===== src/rtl/uart_mc_pkg.sv =====
// Package: shared field layout of the modem control register.
// Assumes the field order below; downstream decode depends on it.
package uart_mc_pkg;
    localparam int unsigned CTRL_W = 7;

    // Control fields, most significant first so bit positions match the bus.
    typedef struct packed {
        logic sire;   // bit 6: infrared mode
        logic afce;   // bit 5: automatic flow control
        logic loop;   // bit 4: diagnostic loopback
        logic out2;   // bit 3
        logic out1;   // bit 2
        logic rts;    // bit 1
        logic dtr;    // bit 0
    } mc_ctrl_t;

    // Index of each status line inside the 4-bit status vector.
    localparam int unsigned ST_CTS = 0;
    localparam int unsigned ST_DSR = 1;
    localparam int unsigned ST_RI  = 2;
    localparam int unsigned ST_DCD = 3;
    localparam int unsigned ST_W   = 4;
endpackage


===== src/rtl/mc_ctrl_reg.sv =====
// Module: control register with bus write and combinational read.
// Assumes a single-cycle write strobe qualified by the address; optional
// fields are built as flops only when their feature parameter is set.
module mc_ctrl_reg
    import uart_mc_pkg::*;
#(
    parameter int unsigned DATA_W      = 32,
    parameter int unsigned ADDR_W      = 8,
    parameter logic [ADDR_W-1:0] CTRL_OFFSET = 8'h10,
    parameter bit          IR_EN       = 1'b1,
    parameter bit          AFC_EN      = 1'b1
) (
    input  logic              clk,
    input  logic              rst_n,
    input  logic [ADDR_W-1:0] bus_addr,
    input  logic              bus_wr,
    input  logic [CTRL_W-1:0] wr_fields,
    output logic [DATA_W-1:0] bus_rdata,
    output mc_ctrl_t          ctrl
);
    localparam int unsigned PAD_W = DATA_W - CTRL_W;

    logic     hit;
    logic     wr_hit;
    mc_ctrl_t wr_val;

    // Decode this register's address.
    assign hit    = (bus_addr == CTRL_OFFSET);
    assign wr_hit = hit && bus_wr;
    assign wr_val = mc_ctrl_t'(wr_fields);

    // Always-present fields: dtr, rts, out1, out2, loop.
    always_ff @(posedge clk) begin
        if (!rst_n) begin
            ctrl.dtr  <= 1'b0;
            ctrl.rts  <= 1'b0;
            ctrl.out1 <= 1'b0;
            ctrl.out2 <= 1'b0;
            ctrl.loop <= 1'b0;
        end else if (wr_hit) begin
            ctrl.dtr  <= wr_val.dtr;
            ctrl.rts  <= wr_val.rts;
            ctrl.out1 <= wr_val.out1;
            ctrl.out2 <= wr_val.out2;
            ctrl.loop <= wr_val.loop;
        end
    end

    // Flow-control field: a flop when built, a constant zero otherwise.
    generate
        if (AFC_EN) begin : g_afce
            always_ff @(posedge clk) begin
                if (!rst_n)      ctrl.afce <= 1'b0;
                else if (wr_hit) ctrl.afce <= wr_val.afce;
            end
        end else begin : g_no_afce
            assign ctrl.afce = 1'b0;
        end
    endgenerate

    // Infrared field: a flop when built, a constant zero otherwise.
    generate
        if (IR_EN) begin : g_sire
            always_ff @(posedge clk) begin
                if (!rst_n)      ctrl.sire <= 1'b0;
                else if (wr_hit) ctrl.sire <= wr_val.sire;
            end
        end else begin : g_no_sire
            assign ctrl.sire = 1'b0;
        end
    endgenerate

    // Read mux: stored fields at this address, zero elsewhere.
    always_comb begin
        bus_rdata = '0;
        if (hit) bus_rdata = {{PAD_W{1'b0}}, ctrl};
    end
endmodule


===== src/rtl/mc_modem_mux.sv =====
// Module: modem output drive, flow-control gating and status source select.
// Assumes external modem pins are already synchronised to clk.
module mc_modem_mux
    import uart_mc_pkg::*;
(
    input  mc_ctrl_t        ctrl,
    input  logic            fifo_en,
    input  logic            rx_above_trig,
    input  logic [ST_W-1:0] pins_n,
    output logic            dtr_n,
    output logic            rts_n,
    output logic            out1_n,
    output logic            out2_n,
    output logic [ST_W-1:0] status_n
);
    logic rts_hold;
    logic rts_eff;
    logic [ST_W-1:0] looped_n;

    // Flow-control hold: FIFO above trigger with the feature active.
    assign rts_hold = ctrl.afce && fifo_en && rx_above_trig;
    assign rts_eff  = ctrl.rts && !rts_hold;

    // Output pins: inverse of fields, forced inactive in loopback.
    always_comb begin
        dtr_n  = ctrl.loop | ~ctrl.dtr;
        rts_n  = ctrl.loop | ~rts_eff;
        out1_n = ctrl.loop | ~ctrl.out1;
        out2_n = ctrl.loop | ~ctrl.out2;
    end

    // Loopback mapping, kept active-low like the pins.
    always_comb begin
        looped_n         = '1;
        looped_n[ST_CTS] = ~ctrl.rts;
        looped_n[ST_DSR] = ~ctrl.dtr;
        looped_n[ST_RI]  = ~ctrl.out1;
        looped_n[ST_DCD] = ~ctrl.out2;
    end

    // Status source select.
    assign status_n = ctrl.loop ? looped_n : pins_n;
endmodule


===== src/rtl/mc_serial_route.sv =====
// Module: serial and infrared path selection for diagnostic loopback.
// Assumes sire is already forced to zero when infrared is not built.
module mc_serial_route (
    input  logic loop,
    input  logic sire,
    input  logic tx_ser,
    input  logic sin,
    input  logic tx_ir,
    input  logic ir_rx_pin,
    output logic sout,
    output logic rx_ser,
    output logic ir_tx_pin,
    output logic rx_ir
);
    logic lb_plain;
    logic lb_ir;

    // Which loopback flavour is active.
    assign lb_plain = loop && !sire;
    assign lb_ir    = loop && sire;

    // Plain serial line: pin idles high, transmitter feeds receiver.
    always_comb begin
        sout   = lb_plain ? 1'b1   : tx_ser;
        rx_ser = lb_plain ? tx_ser : sin;
    end

    // Infrared line: pin idles low, inverted transmitter feeds receiver.
    always_comb begin
        ir_tx_pin = lb_ir ? 1'b0   : tx_ir;
        rx_ir     = lb_ir ? ~tx_ir : ir_rx_pin;
    end
endmodule


===== src/rtl/mc_delta_det.sv =====
// Module: change detector on the active-low status lines.
// Assumes previous values reset to inactive (1); the ring line reports
// only its 0-to-1 transition, the others report any change.
module mc_delta_det
    import uart_mc_pkg::*;
(
    input  logic            clk,
    input  logic            rst_n,
    input  logic [ST_W-1:0] status_n,
    output logic [ST_W-1:0] evt
);
    logic [ST_W-1:0] prev_q;

    // Previous-sample register.
    always_ff @(posedge clk) begin
        if (!rst_n) prev_q <= '1;
        else        prev_q <= status_n;
    end

    // Per-line event flop; the ring line uses trailing-edge detection.
    generate
        for (genvar i = 0; i < ST_W; i++) begin : g_line
            if (i == ST_RI) begin : g_trail
                always_ff @(posedge clk) begin
                    if (!rst_n) evt[i] <= 1'b0;
                    else        evt[i] <= status_n[i] && !prev_q[i];
                end
            end else begin : g_any
                always_ff @(posedge clk) begin
                    if (!rst_n) evt[i] <= 1'b0;
                    else        evt[i] <= status_n[i] ^ prev_q[i];
                end
            end
        end
    endgenerate
endmodule


===== src/rtl/uart_modem_ctl.sv =====
// Module: top of the modem-control slice of a 16550-style UART.
// Assumes a synchronous active-low reset and pre-synchronised modem pins.
module uart_modem_ctl
    import uart_mc_pkg::*;
#(
    parameter int unsigned DATA_W      = 32,
    parameter int unsigned ADDR_W      = 8,
    parameter logic [ADDR_W-1:0] CTRL_OFFSET = 8'h10,
    parameter bit          IR_EN       = 1'b1,
    parameter bit          AFC_EN      = 1'b1
) (
    input  logic              clk,
    input  logic              rst_n,
    input  logic [ADDR_W-1:0] bus_addr,
    input  logic              bus_wr,
    input  logic [DATA_W-1:0] bus_wdata,
    output logic [DATA_W-1:0] bus_rdata,
    input  logic              fifo_en,
    input  logic              rx_above_trig,
    input  logic              cts_pin_n,
    input  logic              dsr_pin_n,
    input  logic              ri_pin_n,
    input  logic              dcd_pin_n,
    output logic              dtr_n,
    output logic              rts_n,
    output logic              out1_n,
    output logic              out2_n,
    output logic              cts_st_n,
    output logic              dsr_st_n,
    output logic              ri_st_n,
    output logic              dcd_st_n,
    output logic              dcts_evt,
    output logic              ddsr_evt,
    output logic              teri_evt,
    output logic              ddcd_evt,
    input  logic              tx_ser,
    input  logic              sin,
    output logic              sout,
    output logic              rx_ser,
    input  logic              tx_ir,
    input  logic              ir_rx_pin,
    output logic              ir_tx_pin,
    output logic              rx_ir
);
    mc_ctrl_t        ctrl_q;
    logic [ST_W-1:0] pins_n;
    logic [ST_W-1:0] status_n;
    logic [ST_W-1:0] evt;

    // Gather external modem pins into the status vector layout.
    always_comb begin
        pins_n         = '1;
        pins_n[ST_CTS] = cts_pin_n;
        pins_n[ST_DSR] = dsr_pin_n;
        pins_n[ST_RI]  = ri_pin_n;
        pins_n[ST_DCD] = dcd_pin_n;
    end

    mc_ctrl_reg #(
        .DATA_W(DATA_W), .ADDR_W(ADDR_W), .CTRL_OFFSET(CTRL_OFFSET),
        .IR_EN(IR_EN), .AFC_EN(AFC_EN)
    ) i_reg (
        .clk(clk), .rst_n(rst_n), .bus_addr(bus_addr), .bus_wr(bus_wr),
        .wr_fields(bus_wdata[CTRL_W-1:0]), .bus_rdata(bus_rdata),
        .ctrl(ctrl_q)
    );

    mc_modem_mux i_mux (
        .ctrl(ctrl_q), .fifo_en(fifo_en), .rx_above_trig(rx_above_trig),
        .pins_n(pins_n), .dtr_n(dtr_n), .rts_n(rts_n), .out1_n(out1_n),
        .out2_n(out2_n), .status_n(status_n)
    );

    mc_serial_route i_route (
        .loop(ctrl_q.loop), .sire(ctrl_q.sire), .tx_ser(tx_ser), .sin(sin),
        .tx_ir(tx_ir), .ir_rx_pin(ir_rx_pin), .sout(sout), .rx_ser(rx_ser),
        .ir_tx_pin(ir_tx_pin), .rx_ir(rx_ir)
    );

    mc_delta_det i_delta (
        .clk(clk), .rst_n(rst_n), .status_n(status_n), .evt(evt)
    );

    // Break status and events out to named ports.
    always_comb begin
        cts_st_n = status_n[ST_CTS];
        dsr_st_n = status_n[ST_DSR];
        ri_st_n  = status_n[ST_RI];
        dcd_st_n = status_n[ST_DCD];
        dcts_evt = evt[ST_CTS];
        ddsr_evt = evt[ST_DSR];
        teri_evt = evt[ST_RI];
        ddcd_evt = evt[ST_DCD];
    end
endmodule


===== config.mk =====
export PLATFORM = sky130hd
export DESIGN_NAME = uart_modem_ctl
export DESIGN_NICKNAME = d
export VERILOG_FILES = /design/src/rtl/uart_mc_pkg.sv /design/src/rtl/mc_ctrl_reg.sv /design/src/rtl/mc_modem_mux.sv /design/src/rtl/mc_serial_route.sv /design/src/rtl/mc_delta_det.sv /design/src/rtl/uart_modem_ctl.sv
export SDC_FILE = /design/constraint.sdc
export NUM_CORES = 1
export LEC_CHECK = 0
export BUFFER_PORTS_ARGS = -buffer_cell sky130_fd_sc_hd__buf_2
export CELL_PAD_IN_SITES_DETAIL_PLACEMENT = 2
export CELL_PAD_IN_SITES_GLOBAL_PLACEMENT = 2
export CORE_ASPECT_RATIO = 0.8
export CORE_MARGIN = 2
export CORE_UTILIZATION = 15
export DETAILED_ROUTE_END_ITERATION = 12
export PLACE_DENSITY = 0.74
export SLEW_MARGIN = 10
export SYNTH_ARGS = -nofsm -noshare
export SYNTH_HDL_FRONTEND = slang
export SYNTH_SLANG_ARGS = --single-unit

===== constraint.sdc =====
create_clock -name clk -period 1 [get_ports clk]
set_input_delay 0.05 -clock clk [delete_from_list [all_inputs] [get_ports clk]]
set_output_delay 0.05 -clock clk [all_outputs]
set_load 0.005 [all_outputs]

Word level (Yosys, flattened, before mapping)
Cells that the tools add are included.
{"block": "totals", "reg_bits": 15}
{"block": "classes", "n_eq_ne": 1, "mux": 6, "bitwise": 13, "reduce_logical": 10}
{"cell": "equality test 8 x 5 -> 1 bit (second input constant)", "count": 1}
{"cell": "logical AND 1 bit", "count": 7}
{"cell": "two-way mux 7 bit", "count": 1}
{"cell": "NOT 1 bit", "count": 6}
{"cell": "two-way mux 1 bit", "count": 4}
{"cell": "two-way mux 4 bit", "count": 1}
{"cell": "OR 1 bit", "count": 4}
{"cell": "zero test 1 bit", "count": 3}
{"cell": "XOR 1 bit", "count": 3}

Depth between registers and ports, before layout
{"block": "depth", "depth_word": 6, "depth_mapped": 4, "ltp_nobuf": 3}

By module
Synthesis repeated with hierarchy kept, for this count alone.
{"block": "hier_totals", "cells_unflattened": 106, "area_unflattened_um2": 968.4}
{"mod": "mc_ctrl_reg", "instances": 1, "cells_each": 66, "area_each_um2": 573.0}
{"mod": "mc_delta_det", "instances": 1, "cells_each": 19, "area_each_um2": 239.0}
{"mod": "mc_modem_mux", "instances": 1, "cells_each": 14, "area_each_um2": 97.6}
{"mod": "mc_serial_route", "instances": 1, "cells_each": 7, "area_each_um2": 58.8}

Worst setup path before layout
OpenSTA, ideal clock, no wires.
{"block": "synth_path", "kind": "register to register", "startpoint": "register i_reg.ctrl[4] (netlist name)", "endpoint": "register i_delta.evt[0]", "setup_ps": 120, "t_arrival_ps": 961, "required_ps": 880, "slack_ps": -81, "stages_incl_launch_ff": 5, "path_buffers": 1, "path_cell_list": "dfxtp_1 > buf_2 > nor2b_1 > o21ai_0 > nor3b_1"}
{"block": "synth_via", "elab_chain_len": 2}
{"element": "two-way mux 4 bit", "line": "mc_modem_mux.sv:42", "text": "assign status_n = ctrl.loop ? looped_n : pins_n;"}
{"element": "XOR 1 bit", "line": "mc_delta_det.sv:31", "text": "else evt[i] <= status_n[i] ^ prev_q[i];"}
{"element": "end signal, assigned by index", "line": "mc_delta_det.sv:31"}
{"element": "end, declared", "line": "mc_delta_det.sv:10", "text": "output logic [ST_W-1:0] evt"}
No other way between the ends.
A chain may end at the register's enable or synchronous reset.

Worst setup path after layout
{"block": "layout_path", "startpoint": "register i_reg.ctrl[4] (netlist name)", "endpoint": "output port rx_ser"}
{"block": "layout_via", "elab_chain_len": 2}
{"element": "logical AND 1 bit", "line": "mc_serial_route.sv:19", "text": "assign lb_plain = loop && !sire;"}
{"element": "two-way mux 1 bit", "line": "mc_serial_route.sv:25", "text": "rx_ser = lb_plain ? tx_ser : sin;"}
{"element": "end, declared", "line": "uart_modem_ctl.sv:39", "text": "output logic rx_ser,"}
No other way between the ends.

==> run_results.csv <==
group,metric,value,unit
setup_path,timing.critical_path.to_type,"output port",
power,intPower,1.016,mW
yosys,yosysTopAreaCell,"dfxtp_1",
global_route,grt_pass1_vias,985,
clock_network,clkSinkCount,15,
clock_network,clk_pin_slew,60,ps
outcome,violations,"setup timing",
cells_and_area,fillers,735,
sta,min_period,1279,ps
clock_network,cts-root-buf,"clkbuf_8",
power,power_frac_seq,0.453,
floorplanning,dieArea,7154,sq um
cells_and_area,drive_gt1_frac,0.6033,
yosys,seq_area_frac_synth,0.3085,
setup_path,r2r_start,"i_reg.ctrl[4]",
drt,viasPerCell,3.545,
clock_network,clock_latency,250,ps
power,p_switching,0.3440,mW
setup_path,cp_max_fo,5,
hold_path,min_path_type,"in2reg",
cells_and_area,multi_input_area,673.1,sq um
floorplanning,core_area,6344,sq um
floorplanning,fp.dieW,94.07,microns
floorplanning,placementRows,26,
yosys,synthCells,115,
hold_path,hp-start,"bus_wdata[2]",
drt,first_pass_iters,2,
sta,drv_slew,0,
sta,max_freq,0.7820,GHz
cells_and_area,nNetsFinal,238,
yosys,ys_top_cells_by_area,"dfxtp_1, buf_4, mux2i_1",
sta,fin_ws,-278.7,ps
place,place_area,1329,sq um
setup_path,crit_required,950,ps
cells_and_area,insertedDiodeCount,0,
power,switching_share,0.2530,
clock_network,cts_tree,"built",
drt,drt_wl_total,3.245,mm
cells_and_area,seqCellArea,315.3,sq um
place,io_buffer_count,50,
global_route,grt_max_degree,16,
sta,setup_viol,23,
power,powerDensity,814.1,nW/um^2
floorplanning,die_h,76.06,microns
yosys,netlist_area,973.4,sq um
clock_network,clock_path_buffers,2,
drt,first_iter_violations,27,
drt,drtAntennaViolNets,0,
power,p_comb_frac,0.176,
floorplanning,ios,101,
power,clock_power_share,0.372,
global_route,grtUsageTotal,0.08819,
power,vdd_drop_max,0.3440,mV
place,dp_cells,258,
sta,finalClockSkew,1.023,ps
yosys,synth_warnings,0,
setup_path,cp.arrival,1230,ps
sta,rsz0062_at_grt,"true",
drt,wl_per_cell,12.11,microns
drt,drc,0,
floorplanning,start_util,0.1535,
job,cap_violations,0,
setup_path,crit_path_start_kind,"flip-flop",
global_route,grt_pass1_wl,4.836,mm
clock_network,cts_inserted_buffers,3,
place,globalplace.congestion,0.6481,
cells_and_area,syn_to_final_growth,71.59,%
setup_path,cp-startpoint,"i_reg.ctrl[4]",
yosys,synth_area_per_cell,8.465,sq um
outcome,status,"finished, violations left",
power,p_leak,0.7756,nW
place,dp_hpwl,2.502,mm
sta,finalHoldViolCount,0,
setup_path,setup.worst_path.class,"reg2out",
cells_and_area,final_core_util,0.2633,
sta,finalCritPeriodShare,1.279,
clock_network,ctsHtreeMaxLevel,1,
cells_and_area,fin_area,1670,sq um
yosys,ys_types,24,
drt,vias,950,
yosys,synth-seq-cells,15,
global_route,grt-ovfl-total,0,
global_route,antenna_found_initial,1,
cells_and_area,instances_no_fill,268,
yosys,synth_top_cell_area_share,0.3085,
-- flip-flops by register name, summed over array words and instances, names as in the netlist --
name	flops
i_reg.ctrl	7
i_delta.evt	4
i_delta.prev_q	4
-- synthesized netlist by cell type (all sizes together) --
cell type and number:
nor3 4, o21ai 4, nand2 17, nor4b 1, or2 3, mux2i 8, and2 1, nand3b 1
clkbuf 2, nor4 1, or3 3, mux2 1, conb 1, nand2b 5, and3 8, nand3 1
buf 27, nor2b 6, nor3b 3, dfxtp 15, inv 3
-- critical path, stage by stage (launching register included) --
cell	delay, ps
dfxtp_4	360
buf_6	130
nand2b_4	70
mux2_4	300
buf_6	110
-- stage by stage --
step	hold WS (ps)	setup WS (ps)	power (mW)	setup TNS, ps
2_1_floorplan	183.3	-17.43	0.7932	-34.81
5_1_grt	44.28	-328.3	1.450	-4002
4_1_cts	37.72	-287.8	1.364	-2910
6_report	40.24	-278.7	1.360	-2834
3_5_place_dp	309.6	-100.7	0.8294	-1000
3_3_place_gp	301.7	-62.49	0.8208	-609.0
-- cells in the final DEF (no fill, tap or decap), types with 2 or more instances in the layout --
cell      count
and3_4        7
buf_6        24
nand2b_4      2
buf_4         8
o21ai_2       2
clkbuf_8      3
nor2b_4       2
dfxtp_4       3
dfxtp_1       9
dfxtp_2       3
nand2_1      14
nor3_2        3
conb_1       25
or2_4         2
or3_1         3
inv_1         3
nor2b_2       3
mux2i_1       7
nand2_2       2
nor3b_2       2
buf_2        38
nand2b_1      3
-- cells by family after synthesis --
| logic type | share of synthesized area |
|---|---|
| flip-flops | 0.3085 |
| AND/OR/NAND/NOR | 0.3445 |
| other | 0.003852 |
| AO/OA/AOI/OAI | 0.02057 |
| buffers and inverters | 0.2288 |
| multiplexers | 0.09383 |
-- metal layers --
layer,vias up,track usage,share of wire
li1,466,-,-
met1,444,0.08582,0.37
met2,38,0.1650,0.53
met3,2,0.04550,0.098
met4,0,0.01739,0.0031
met5,-,0,0
-- power by group through the flow --
stage	Sequential [mW]	Combinational, mW	Clock, mW
after floorplan	0.636	0.157	0
after global placement	0.634	0.187	0
after detailed placement	0.635	0.194	0
after CTS	0.620	0.225	0.519
after global routing	0.617	0.265	0.568
final	0.616	0.239	0.505
-- timing repair --
action,CTS,global route
buffers inserted,4,2
resized for setup,46,18
setup endpoints to repair,25,27
pin swaps,6,4
hold buffers,0,0
-- layout make-up --
class / count / area share
well taps: 84 / 0.06292
clock buffers: 4 / 0.02697
multi-input cells: 92 / 0.4030
inverters: 3 / 0.006742
repair buffers: 70 / 0.3116
flip-flops and latches: 15 / 0.1888
-- path summary, 6_finish.rpt --
kind / slack (ps) / cells after the start / to
hold reg to reg: 410 / 1 / i_delta.evt[2]
setup reg to reg: -160 / 4 / i_delta.prev_q[0]
hold / removal: 40 / 3 / i_reg.ctrl[2]
setup / recovery: -280 / 4 / rx_ser
Power figures use the tool's default switching activity.
